==> src/rtl/oc_pkg.sv <==
`timescale 1ns/1ps
package oc_pkg;
    localparam int NUM_CH       = 8;
    localparam int CNT_W        = 16;
    localparam int ADDR_W       = 5;
    localparam int ACT_W        = 2;
    localparam int ACTS_PER_REG = NUM_CH / 2;
    localparam int CH_IDX_W     = $clog2(NUM_CH);

    typedef enum logic [ACT_W-1:0] {
        ACT_NONE   = 2'b00,
        ACT_TOGGLE = 2'b01,
        ACT_CLEAR  = 2'b10,
        ACT_SET    = 2'b11
    } oc_action_e;

    typedef enum logic [1:0] {
        PIN_INPUT    = 2'd0,
        PIN_GPIO_OUT = 2'd1,
        PIN_TIMER    = 2'd2
    } pin_mode_e;

    localparam logic [ADDR_W-1:0] ADR_SELECT = 5'h00;
    localparam logic [ADDR_W-1:0] ADR_FORCE  = 5'h01;
    localparam logic [ADDR_W-1:0] ADR_MASK7  = 5'h02;
    localparam logic [ADDR_W-1:0] ADR_DATA7  = 5'h03;
    localparam logic [ADDR_W-1:0] ADR_PORT   = 5'h04;
    localparam logic [ADDR_W-1:0] ADR_DIR    = 5'h05;
    localparam logic [ADDR_W-1:0] ADR_ACT_LO = 5'h06;
    localparam logic [ADDR_W-1:0] ADR_ACT_HI = 5'h07;
endpackage

==> src/rtl/oc_channel.sv <==
`timescale 1ns/1ps
module oc_channel
    import oc_pkg::*;
#(
    parameter int CW = CNT_W
) (
    input  logic          clk,
    input  logic          rst,
    input  logic          oc_en_i,
    input  logic          force_i,
    input  logic [CW-1:0] count_i,
    input  logic [CW-1:0] cmp_i,
    input  oc_action_e    act_i,
    input  logic          cur_i,
    output logic          event_o,
    output logic          next_o,
    output logic          flag_o
);
    logic match;
    logic flag_q;

    assign match   = (count_i == cmp_i);
    assign event_o = oc_en_i & (match | force_i);

    // value the timer bit takes if this channel fires
    always_comb begin
        unique case (act_i)
            ACT_NONE:   next_o = cur_i;
            ACT_TOGGLE: next_o = ~cur_i;
            ACT_CLEAR:  next_o = 1'b0;
            ACT_SET:    next_o = 1'b1;
        endcase
    end

    // only a real match raises the flag; a force never does
    always_ff @(posedge clk) begin
        if (rst) begin
            flag_q <= 1'b0;
        end else begin
            flag_q <= oc_en_i & match;
        end
    end

    assign flag_o = flag_q;


    force_no_flag_chk: assert property (@(posedge clk) disable iff (rst)
        (force_i && (count_i != cmp_i)) |=> !flag_o);


    ic_no_flag_chk: assert property (@(posedge clk) disable iff (rst)
        !oc_en_i |=> !flag_o);
endmodule

==> src/rtl/oc_pin_mux.sv <==
`timescale 1ns/1ps
module oc_pin_mux
    import oc_pkg::*;
#(
    parameter int W = NUM_CH
) (
    input  logic [W-1:0] oc_sel_i,
    input  logic [W-1:0] mask_i,
    input  logic [W-1:0] act_nz_i,
    input  logic [W-1:0] dir_i,
    input  logic [W-1:0] port_i,
    input  logic [W-1:0] timer_i,
    output logic [W-1:0] pin_out_o,
    output logic [W-1:0] pin_oe_o,
    output logic [W-1:0] own_o
);
    for (genvar n = 0; n < W; n++) begin : g_pin
        pin_mode_e mode;
        logic      out_b;
        logic      oe_b;
        logic      own_b;

        // mode of this pin from the current configuration
        always_comb begin
            if (oc_sel_i[n] && (act_nz_i[n] || mask_i[n])) begin
                mode = PIN_TIMER;
            end else if (dir_i[n]) begin
                mode = PIN_GPIO_OUT;
            end else begin
                mode = PIN_INPUT;
            end
        end

        // drive for each mode
        always_comb begin
            unique case (mode)
                PIN_TIMER: begin
                    out_b = timer_i[n];
                    oe_b  = 1'b1;
                    own_b = 1'b1;
                end
                PIN_GPIO_OUT: begin
                    out_b = port_i[n];
                    oe_b  = 1'b1;
                    own_b = 1'b0;
                end
                default: begin
                    out_b = port_i[n];
                    oe_b  = 1'b0;
                    own_b = 1'b0;
                end
            endcase
        end

        assign pin_out_o[n] = out_b;
        assign pin_oe_o[n]  = oe_b;
        assign own_o[n]     = own_b;
    end
endmodule

==> src/rtl/oc_port_ctrl.sv <==
`timescale 1ns/1ps
module oc_port_ctrl
    import oc_pkg::*;
(
    input  logic        clk,
    input  logic        rst,
    input  logic [4:0]  bus_addr,
    input  logic        bus_we,
    input  logic [7:0]  bus_wdata,
    output logic [7:0]  bus_rdata,
    input  logic [15:0] tmr_count,
    input  logic [7:0]  pin_in,
    output logic [7:0]  pin_out,
    output logic [7:0]  pin_oe,
    output logic [7:0]  cmp_flag
);
    localparam int HALF_W = CNT_W / 2;
    localparam int LAST   = NUM_CH - 1;

    logic [NUM_CH-1:0] sel_q, mask7_q, data7_q, port_q, dir_q, oc_q, oc_d;
    logic [NUM_CH-1:0] force_v, ev, nxt, act_nz, own;
    oc_action_e        act_q [NUM_CH];
    logic [CNT_W-1:0]  cmp_q [NUM_CH];
    logic [CH_IDX_W-1:0] cmp_idx;
    logic              cmp_hi;
    logic              cmp_space;

    assign cmp_space = bus_addr[ADDR_W-1];
    assign cmp_idx   = bus_addr[CH_IDX_W:1];
    assign cmp_hi    = bus_addr[0];
    assign force_v   = (bus_we && bus_addr == ADR_FORCE) ? bus_wdata : '0;

    // register file and timer output bits
    always_ff @(posedge clk) begin
        if (rst) begin
            sel_q   <= '0;
            mask7_q <= '0;
            data7_q <= '0;
            port_q  <= '0;
            dir_q   <= '0;
            oc_q    <= '0;
            for (int n = 0; n < NUM_CH; n++) begin
                act_q[n] <= ACT_NONE;
                cmp_q[n] <= '0;
            end
        end else begin
            oc_q <= oc_d;
            if (bus_we) begin
                if (cmp_space) begin
                    if (cmp_hi) begin
                        cmp_q[cmp_idx][CNT_W-1:HALF_W] <= bus_wdata;
                    end else begin
                        cmp_q[cmp_idx][HALF_W-1:0] <= bus_wdata;
                    end
                end else begin
                    case (bus_addr)
                        ADR_SELECT: sel_q   <= bus_wdata;
                        ADR_MASK7:  mask7_q <= bus_wdata;
                        ADR_DATA7:  data7_q <= bus_wdata;
                        ADR_PORT:   port_q  <= bus_wdata;
                        ADR_DIR:    dir_q   <= bus_wdata;
                        ADR_ACT_LO: begin
                            for (int k = 0; k < ACTS_PER_REG; k++) begin
                                act_q[k] <= oc_action_e'(bus_wdata[ACT_W*k +: ACT_W]);
                            end
                        end
                        ADR_ACT_HI: begin
                            for (int k = 0; k < ACTS_PER_REG; k++) begin
                                act_q[k+ACTS_PER_REG] <= oc_action_e'(bus_wdata[ACT_W*k +: ACT_W]);
                            end
                        end
                        default: ;
                    endcase
                end
            end
        end
    end

    for (genvar n = 0; n < NUM_CH; n++) begin : g_ch
        oc_channel #(.CW(CNT_W)) u_ch (
            .clk     (clk),
            .rst     (rst),
            .oc_en_i (sel_q[n]),
            .force_i (force_v[n]),
            .count_i (tmr_count),
            .cmp_i   (cmp_q[n]),
            .act_i   (act_q[n]),
            .cur_i   (oc_q[n]),
            .event_o (ev[n]),
            .next_o  (nxt[n]),
            .flag_o  (cmp_flag[n])
        );
        assign act_nz[n] = (act_q[n] != ACT_NONE);
    end

    // own actions first, channel 7 pattern on top
    always_comb begin
        oc_d = oc_q;
        for (int n = 0; n < NUM_CH; n++) begin
            if (ev[n]) begin
                oc_d[n] = nxt[n];
            end
        end
        if (ev[LAST]) begin
            oc_d = (oc_d & ~mask7_q) | (data7_q & mask7_q);
        end
    end

    oc_pin_mux #(.W(NUM_CH)) u_mux (
        .oc_sel_i  (sel_q),
        .mask_i    (mask7_q),
        .act_nz_i  (act_nz),
        .dir_i     (dir_q),
        .port_i    (port_q),
        .timer_i   (oc_q),
        .pin_out_o (pin_out),
        .pin_oe_o  (pin_oe),
        .own_o     (own)
    );

    // read path
    always_comb begin
        bus_rdata = '0;
        if (cmp_space) begin
            bus_rdata = cmp_hi ? cmp_q[cmp_idx][CNT_W-1:HALF_W] : cmp_q[cmp_idx][HALF_W-1:0];
        end else begin
            case (bus_addr)
                ADR_SELECT: bus_rdata = sel_q;
                ADR_MASK7:  bus_rdata = mask7_q;
                ADR_DATA7:  bus_rdata = data7_q;
                ADR_PORT:   bus_rdata = (pin_out & pin_oe) | (pin_in & ~pin_oe);
                ADR_DIR:    bus_rdata = dir_q;
                ADR_ACT_LO: begin
                    for (int k = 0; k < ACTS_PER_REG; k++) begin
                        bus_rdata[ACT_W*k +: ACT_W] = act_q[k];
                    end
                end
                ADR_ACT_HI: begin
                    for (int k = 0; k < ACTS_PER_REG; k++) begin
                        bus_rdata[ACT_W*k +: ACT_W] = act_q[k+ACTS_PER_REG];
                    end
                end
                default: bus_rdata = '0;
            endcase
        end
    end


    force_reads_zero_chk: assert property (@(posedge clk) disable iff (rst)
        (bus_addr == ADR_FORCE) |-> (bus_rdata == '0));


    ch7_pattern_chk: assert property (@(posedge clk) disable iff (rst)
        ev[LAST] |=> (((oc_q ^ $past(data7_q)) & $past(mask7_q)) == '0));


    timer_drives_chk: assert property (@(posedge clk) disable iff (rst)
        ((sel_q & mask7_q & ~pin_oe) == '0));


    port_hold_chk: assert property (@(posedge clk) disable iff (rst)
        (bus_we && bus_addr == ADR_PORT) |=> (((pin_out ^ $past(bus_wdata)) & ~own) == '0));
endmodule

==> config.mk <==
export PLATFORM = sky130hd
export DESIGN_NAME = oc_port_ctrl
export DESIGN_NICKNAME = d
export VERILOG_FILES = /design/src/rtl/oc_pkg.sv /design/src/rtl/oc_channel.sv /design/src/rtl/oc_pin_mux.sv /design/src/rtl/oc_port_ctrl.sv
export SDC_FILE = /design/constraint.sdc
export NUM_CORES = 1
export LEC_CHECK = 0
export BUFFER_PORTS_ARGS = -buffer_cell sky130_fd_sc_hd__buf_4
export CAP_MARGIN = 10
export CORE_MARGIN = 2
export CORE_UTILIZATION = 63
export CTS_BUF_LIST = sky130_fd_sc_hd__clkbuf_2 sky130_fd_sc_hd__clkbuf_4 sky130_fd_sc_hd__clkbuf_8
export DETAILED_ROUTE_END_ITERATION = 16
export PLACE_DENSITY = 0.82
export SETUP_SLACK_MARGIN = 0.5
export SLEW_MARGIN = 20
export SYNTH_ARGS = -nofsm -noshare
export SYNTH_HDL_FRONTEND = slang
export SYNTH_SLANG_ARGS = --single-unit
==> constraint.sdc <==
create_clock -name clk -period 3.3 [get_ports clk]
set_clock_uncertainty 0.2 [all_clocks]
set_input_delay 0.66 -clock clk [delete_from_list [all_inputs] [get_ports clk]]
set_output_delay 0.66 -clock clk [all_outputs]
set_load 0.01 [all_outputs]
* Yosys cells after proc, flatten, opt, wreduce, memory -nomap -nowiden
Memory sizes are Yosys's and may differ from the RTL's. Cells that the tools add are included.
Storage, ports and cells: latch bits 0, word-level logic and storage cells 254, RAM bits 144, memories 2, register bits 56, output and inout bits 32, memory bits (read-only) 0, input bits 40
Memories:
- cmp_q | words 8, bits a word 16, read ports 9, clocked after memory_dff 0, write ports 8, RTL line oc_port_ctrl.sv:23 | logic [CNT_W-1:0] cmp_q [NUM_CH];
- act_q | words 8, bits a word 2, read ports 8, clocked after memory_dff 0, write ports 8, RTL line oc_port_ctrl.sv:22 | oc_action_e act_q [NUM_CH];
Operators by class: muxes and demuxes 86, divide/modulo/power cells 0, shifts and indexed selects 0, magnitude comparators 0, $add $sub $neg 0, bitwise gates (word level) 49, reductions and logical operators 48, equality and inequality tests 55, multipliers 0
Operators by type and width (count):
- == test 16 bit | 8
- case mux 8 bit (7 select lines) | 1
- 2-to-1 mux 1 bit | 54
- == test 2 bit (second input constant) | 24
- 2-to-1 mux 2 bit | 17
- AND 8 bit | 4
- == test 2 x 1 -> 1 bit (second input constant) | 16
- 2-to-1 mux 8 bit | 4
- case mux 1 bit (4 select lines) | 8
- == test 5 x 3 -> 1 bit (second input constant) | 4
- AND 1 bit | 16
- zero test 2 bit | 8
- 2-to-1 mux 16 bit | 1
- inverter 8 bit | 2
- OR 1 bit | 16
- OR 8 bit | 2
- nonzero test 2 bit | 8
- OR reduction 16 bit | 1
- OR reduction 2 bit | 8
- AND reduction 3 bit | 5
- == test 5 x 2 -> 1 bit (second input constant) | 2
- logical AND 1 bit | 9
- inverter 1 bit | 9
- logical OR 1 bit | 8
- 3 further kinds | 3

* Logic depth before layout (Yosys ltp)
Gate-level depths: netlist (run 1). An unclocked memory read counts as a cell.
depth after elaboration 13, gate-level depth with buffers 9, mapped depth without buffers 6

* Modules after synthesis
Synthesis (run 1) repeated with hierarchy kept, for this count alone.
Unflattened totals: cell total of the unflattened synthesis 1081, area, all modules 11412.2 um2
Modules (own cells, without submodules):
- oc_port_ctrl | sequential area each 5285.1 um2, area an instance 9140.0 um2, times used 1, cells each 801
- oc_channel | sequential area each 20.0 um2, area an instance 227.7 um2, times used 8, cells each 28
- oc_pin_mux | sequential area each 0.0 um2, area an instance 450.4 um2, times used 1, cells each 56

* Least setup slack after synthesis (run 1)
Ideal clock, no wire load.
path type input to output, start point input bus_addr[1], end point output bus_rdata[2], arrival 2.073 ns, stages on the path 8, buffers on the path 3, required time 2.440 ns, slack 0.367 ns, cell sequence buf_2 buf_2 clkbuf_1 mux4_2 nand2_1 nand3_1 o211ai_1 nand4_1
On the way: cells in the longest elaborated chain, start to end 3, elaborated cells on any way between the ends 11, classes of those cells 6 x eq/ne; 3 x mux; 1 x reduce/logical; 1 x memory
RTL lines:
- from (decl) | RTL line oc_port_ctrl.sv:7 | input logic [4:0] bus_addr,
- memory read (8 x 16 bit), or another cell as far along
- 2-to-1 mux 8 bit or case mux 8 bit (7 select lines) (tied branches) | RTL line oc_port_ctrl.sv:125, oc_port_ctrl.sv:127
- 2-to-1 mux 8 bit (*) | RTL line oc_port_ctrl.sv:124 | if (cmp_space) begin
- to (decl) | RTL line oc_port_ctrl.sv:10 | output logic [7:0] bus_rdata,
Mark *: on every way between the ends. The rest lies on a longest branch, timed or not.

==> reports/metrics.yaml, run 1 <==
outcome:
  outcome: "finished clean"
synth:
  syn_nets: 1167
  seq_area_frac_synth: 0.469
  syn_avg_cell_area_um2: 10.3
  syn_inst: 1127
  yosysTopAreaCell: "edfxtp_1"
  ys.flop_type: "edfxtp_1"
  ys_types: 58
  synthArstFlopShare: 0
  ys_ff_latch: 200
  syn-cell-area_um2: 11600
  synth_edf_count: 144
  synth_top_area_frac: 0.372
  yosys_warnings: 0
  synth.area.top_cells: "edfxtp_1, dfxtp_1, and2_1, xor2_1, mux2i_1"
clock_tree:
  clockBufferDepth: 2
  htree_num_levels: 4
  clk_latency_ps: 480
  cts_root_buf: "clkbuf_8"
  cts_tree: "yes"
  clkTransAtPathRegs_ps: 110
  numCtsBuffers: 17
  cts_sinks: 200
die:
  die_w_um: 140
  initial_core_util: 0.645
  io_pins: 72
  core-area_um2: 18000
  dieArea_um2: 19500
  rows: 49
  die_h_um: 140
detailed_routing:
  routedWlPerCell_um: 27.2
  drt-total-wl_mm: 40.1
  vias_per_cell: 6.77
  num_vias: 10000
  ant_nets: 0
  drtIter0Drc: 1751
  dr.pass1.iters: 6
  drc: 0
grt:
  grt_pass1_wl_mm: 58.5
  overflow: 0
  grt_pass1_vias: 9141
  grt_max_degree: 79
  antenna_found_initial: 1
  track_usage: 0.405
setup_path:
  required_ps: 2440
  critPathLaunchType: "flop"
  critPathKind: "flop to primary output"
  crit_path_end_kind: "primary output"
  arrival_ps: 2340
  cp_max_fo: 2
layout:
  syn2layout_area_growth_pct: 18.2
  layout-drive-gt1-share: 0.259
  diodes: 0
  final_common_cell: "buf_4"
  nNetsFinal: 1276
  layout_common_cells: "buf_4, edfxtp_1, and2_1"
  post-route-util: 0.762
  fillers: 1231
timing:
  max_slew_margin: 0.400
  worstMarginPinSlew_ps: 900
  finalCritPeriodShare: 0.970
  setup_viol: 0
  rsz0062_at_grt: "true"
  drv_slew: 0
  finalCriticalPeriod_ps: 3200
  fin_ws_ps: 99.8
  timing.fmax_mhz: 312
  finalHoldViolations: 0
placement:
  io_buffers: 71
  dp_hpwl_mm: 28.2
  pre_cts_slack_ps: -27.0
  gp_congestion: 1.07
pwr:
  p_switching_uw: 1560
  peakVddDrop_mv: 0.270
  power_density_nw_per_um2: 388
  power.share.clock: 0.289
  p_int_uw: 3760
  swShare: 0.293
  p_leak_uw: 0.00528
  p_seq_frac: 0.552
  combPwrFrac: 0.159
run:
  maxCapViolations: 0
worst_hold_path:
  holdCritPathClass: "flop to flop"
-- critical path, stage by stage, from the launching register on --
cell and delay [ps]:
edfxtp_1 480, mux2_2 310, a221oi_2 260, o22ai_2 140, a2bb2oi_2 170, a221o_1 360
buf_6 130
-- synth_stat cells, types with 4 or more instances --
library cell  number
a211o_1            4
a21boi_0           6
a21oi_1           50
a221oi_1          22
a22oi_1           14
a32oi_1            7
and2_1           134
and3_1            23
buf_2             26
buf_4             30
clkbuf_1          40
dfxtp_1           56
edfxtp_1         144
inv_1              7
mux2_2            20
mux2i_1           43
mux4_2             6
nand2_1           57
nand2b_1          18
nand3_1           25
nand3b_1           5
nand4_1           19
nand4bb_1          4
nor2_1            80
nor2b_1            8
nor3_1            13
nor4_1            22
o2111ai_1          6
o211ai_1          11
o21a_1             5
o21ai_0           17
o22ai_1           12
o31ai_1            5
or2_2             19
xnor2_1           36
xor2_1            92
-- power by group through the flow --
stage	Combinational (µW)	Clock, µW	Sequential [µW]
final	849	1540	2940
after global routing	879	1620	2940
after floorplan	440	0	2900
after CTS	777	1540	2920
after global placement	676	0	2980
after detailed placement	683	0	2980
-- worst paths after layout --
path	startpoint	end	slack [ps]	cells past startpoint
setup / recovery	cmp_q[3][4]	bus_rdata[4]	100	6
hold reg to reg	port_q[4]	port_q[4]	280	2
hold / removal	port_q[4]	port_q[4]	280	2
setup reg to reg	cmp_q[0][13]	oc_q[0]	690	8
-- area by class of cell --
| class | instances | area [µm²] | area share |
|---|---|---|---|
| Multi-Input combinational cell | 818 | 5970 | 0.435 |
| Sequential cell | 200 | 5450 | 0.397 |
| Timing Repair Buffer | 191 | 1620 | 0.118 |
| Tap cell | 229 | 287 | 0.0209 |
| Clock buffer | 17 | 234 | 0.0170 |
| Clock inverter | 15 | 141 | 0.0103 |
| Inverter | 8 | 30.0 | 0.00219 |
-- metrics by stage --
stage / setup TNS, ps / cells / power, µW / hold slack, ps / instance area (µm²)
6_report: 0 / 1478 / 5320 / 279 / 13700
5_1_grt: 0 / 1478 / 5440 / 307 / 13700
4_1_cts: 0 / 1453 / 5240 / 275 / 13400
3_5_place_dp: -27.0 / 1385 / 3660 / 260 / 12400
3_3_place_gp: -20.3 / 1385 / 3650 / 257 / 12400
2_1_floorplan: 0 / 1127 / 3340 / 233 / 11600
-- logic make-up after synthesis --
group                  count (synthesis)  share of synthesized area
AND/OR/NAND/NOR                      442                      0.211
buffers and inverters                109                     0.0499
multiplexers                          69                     0.0681
AO/OA/AOI/OAI                        179                      0.106
XOR/XNOR                             128                     0.0965
flip-flops                           200                      0.469
-- layer usage --
| metal | wire, µm | GRT usage | vias up | share of wire |
|---|---|---|---|---|
| met5 | 0 | 0 | - | 0 |
| met4 | 2200 | 0.168 | 0 | 0.055 |
| met3 | 5790 | 0.0902 | 193 | 0.14 |
| met2 | 16700 | 0.580 | 897 | 0.42 |
| met1 | 15400 | 0.598 | 4655 | 0.38 |
| li1 | - | - | 4255 | - |
-- sequential cells by signal (all words and copies together) (netlist names) --
name	flops
port_q	8
oc_q	8
data7_q	8
act_q	16
g_ch.u_ch.flag_o	8
sel_q	8
cmp_q	128
mask7_q	8
dir_q	8
-- timing repair --
item | CTS | global route
pin swaps | 19 | 24
setup endpoints to repair | 16 | 15
hold endpoints to repair | 0 | 0
buffers inserted | 36 | 24
hold buffers | 0 | 0
resized for setup | 87 | 25
cloned | 0 | 1
Power figures use the tool's default switching activity.
==> run 2, diff against run 1 <==
--- a/config.mk
+++ b/config.mk
@@ -11,6 +11,7 @@
 export CORE_UTILIZATION = 63
 export CTS_BUF_LIST = sky130_fd_sc_hd__clkbuf_2 sky130_fd_sc_hd__clkbuf_4 sky130_fd_sc_hd__clkbuf_8
 export DETAILED_ROUTE_END_ITERATION = 16
+export GPL_TIMING_DRIVEN = 0
 export PLACE_DENSITY = 0.82
 export SETUP_SLACK_MARGIN = 0.5
 export SLEW_MARGIN = 20
==> run 2 against run 1 <==
  * The run now ends with negative setup slack left
  * Design area rose by 1.4%
  * Power rose by 5.1%
  * Routed wire length rose by 15%
  * Clock power rose by 13%
  * Global-route usage is 5.7 points higher
  * Setup slack worse by 140 ps
  * First-iteration DRC count rose by 15%
  * Hold slack lost 34 ps
  * Via count up 4.8%
  * Maximum frequency fell by 4.2%
  * Combinational power grew 12%
  * Register-to-register slack lost 220 ps
==> reports/metrics.yaml, run 2 (synthesis results as in run 1) <==
outcome:
  outcome: "complete, but fails checks"  # was finished clean
  violations: "negative setup slack"
clock_tree:
  numCtsBuffers: 17  # unchanged
  clkTransAtPathRegs_ps: 110  # about the same
  cts_tree: "yes"  # unchanged
  clk_latency_ps: 510  # was 480 ps
  cts_root_buf: "clkbuf_8"  # unchanged
  clockBufferDepth: 2  # unchanged
  cts_sinks: 200  # unchanged
  htree_num_levels: 4  # unchanged
placement:
  io_buffers: 51  # was 71
  post-place-cells: 1407  # was 1,385
  gp_congestion: 1.05  # was 1.07
  dp_hpwl_mm: 32.7  # was 28.2 mm
timing:
  worstMarginPinSlew_ps: 1030  # was 900 ps
  timing.fmax_mhz: 299  # was 312 MHz
  max_slew_margin: 0.311  # was 0.400
  fin_ws_ps: -40.0  # was 99.8 ps
  drv_slew: 0  # unchanged
  setup-tns-final_ps: -47.1  # was 0 ps
  finalCritPeriodShare: 1.01  # was 0.970
  finalHoldViolations: 0  # unchanged
  setup_viol: 2  # was 0
  finalCriticalPeriod_ps: 3340  # was 3200 ps
  rsz0062_at_grt: "true"  # unchanged
detailed_routing:
  drt-total-wl_mm: 46.0  # was 40.1 mm
  routedWlPerCell_um: 30.8  # was 27.2 µm
  dr.pass1.iters: 8  # was 6
  ant_nets: 0  # unchanged
  drc: 0  # unchanged
  num_vias: 10500  # was 10,000
  vias_per_cell: 7.01  # was 6.77
  drtIter0Drc: 2016  # was 1,751
die:
  rows: 49  # unchanged
  die_h_um: 140  # unchanged
  dieArea_um2: 19500  # unchanged
  die_w_um: 140  # unchanged
  io_pins: 72  # unchanged
  initial_core_util: 0.645  # unchanged
  core-area_um2: 18000  # unchanged
layout:
  multi_input_area_um2: 6100  # was 5970 µm²
  ff_latch_area_um2: 5450  # unchanged
  post-route-util: 0.773  # was 0.762
  nNetsFinal: 1287  # was 1,276
  layout-drive-gt1-share: 0.254  # was 0.259
  fillers: 1187  # was 1,231
  layout_common_cells: "edfxtp_1, and2_1, buf_4"  # was buf_4, edfxtp_1, and2_1
  largest_reg_flops: 128  # unchanged
  largestRegisters: "cmp_q: 128 flops, act_q: 16 flops"  # unchanged
  finalNonFillerCells: 1495  # was 1,478
  final_common_cell: "edfxtp_1"  # was buf_4
  syn2layout_area_growth_pct: 19.9  # was 18.2%
  top_register: "cmp_q"  # unchanged
run:
  maxCapViolations: 0  # unchanged
setup_path:
  crit_chain: "buf_12 > buf_12 > buf_12 > mux4_2 > nand2_1 > nand2_2 > o211ai_1 > nand4_1 > buf_4"  # was mux2_2 > a221oi_2 > o22ai_2 > a2bb2oi_2 > a221o_1 > buf_6
  critPathLaunchType: "input pin"  # was flop
  crit_top_cell: "buf_12"
  arrival_ps: 2480  # was 2340 ps
  crit_path_end_kind: "primary output"  # unchanged
  cp_max_fo: 6  # was 2
  cp_num_cells: 9  # was 6
  critical_path_buf_inv_count: 4  # was 1
  crit_family: "buffers and inverters"  # was compound AO/OA/AOI/OAI gates
  crit_path_max_incr_delay_ps: 520  # was 480 ps
  critPathKind: "input pin to primary output"  # was flop to primary output
  required_ps: 2440  # about the same
  r2r_cells: 7  # was 8
  worst_path_max_delay_cell: "mux4_2"  # was edfxtp_1
pwr:
  p_leak_uw: 0.00530  # was 0.00528 µW
  peakVddDrop_mv: 0.354  # was 0.270 mV
  power_uw: 5600  # was 5320 µW
  power_density_nw_per_um2: 402  # was 388 nW/µm²
worst_hold_path:
  hold_path_depth: 3  # was 2
  holdCritPathClass: "input pin to flop"  # was flop to flop
grt:
  antenna_found_initial: 3  # was 1
  grt_pass1_vias: 9787  # was 9,141
  overflow: 0  # unchanged
  grt_pass1_wl_mm: 64.6  # was 58.5 mm
  track_usage: 0.463  # was 0.405
  grt_max_degree: 20  # was 79
==> run 2: repair_timing <==
action | in CTS | in global routing
gates resized for setup | 121 | 65
cloned | 2 | 1
hold buffers | 0 | 0
setup endpoints to repair | 70 | 83
buffers inserted | 27 | 20
pin swaps | 24 | 28
==> run 2: through the flow <==
step / setup slack [ps] / hold WS, ps / area [µm²]
6_report: -40.0 / 244 / 13900
5_1_grt: -14.1 / 249 / 13900
4_1_cts: 50.7 / 246 / 13500
3_5_place_dp: -569 / 261 / 12300
3_3_place_gp: -582 / 254 / 12300
2_1_floorplan: 501 / 233 / 11600
==> run 2: final cells by class <==
cell class	instances	area share
antenna	6	0.00108
multi-input combinational	818	0.438
tap	229	0.0206
timing repair buffer	101	0.0628
buffer	101	0.0544
sequential	200	0.391
inverter	8	0.00243
clock buffer	17	0.0168
clock inverter	15	0.0132
==> run 2: metal layers <==
| metal | track usage | up-vias | wire [µm] |
|---|---|---|---|
| li1 | - | 4291 | - |
| met1 | 0.622 | 4932 | 16600 |
| met2 | 0.659 | 1022 | 18800 |
| met3 | 0.171 | 232 | 7540 |
| met4 | 0.233 | 0 | 3030 |
| met5 | 0 | - | 0 |
==> run 2: power breakdown <==
part / internal, µW / switching [µW]
sequential: 2790 / 112
clock: 707 / 1030
combinational: 347 / 606
total: 3850 / 1750
==> run 2: worst paths after layout <==
path                startpoint            to  slack (ps)
hold reg to reg      port_q[7]     port_q[7]         290
hold / removal    bus_wdata[1]      sel_q[1]         240
setup reg to reg  cmp_q[7][13]       oc_q[1]         470
setup / recovery   bus_addr[2]  bus_rdata[7]         -40
==> run 2: worst reg2reg max path: stages, from the launching register on <==
cell	delay, ps
edfxtp_1	470
xnor2_1	450
nand4_1	410
nor4_4	470
o21a_1	300
buf_6	200
a31oi_1	110
o21a_1	140
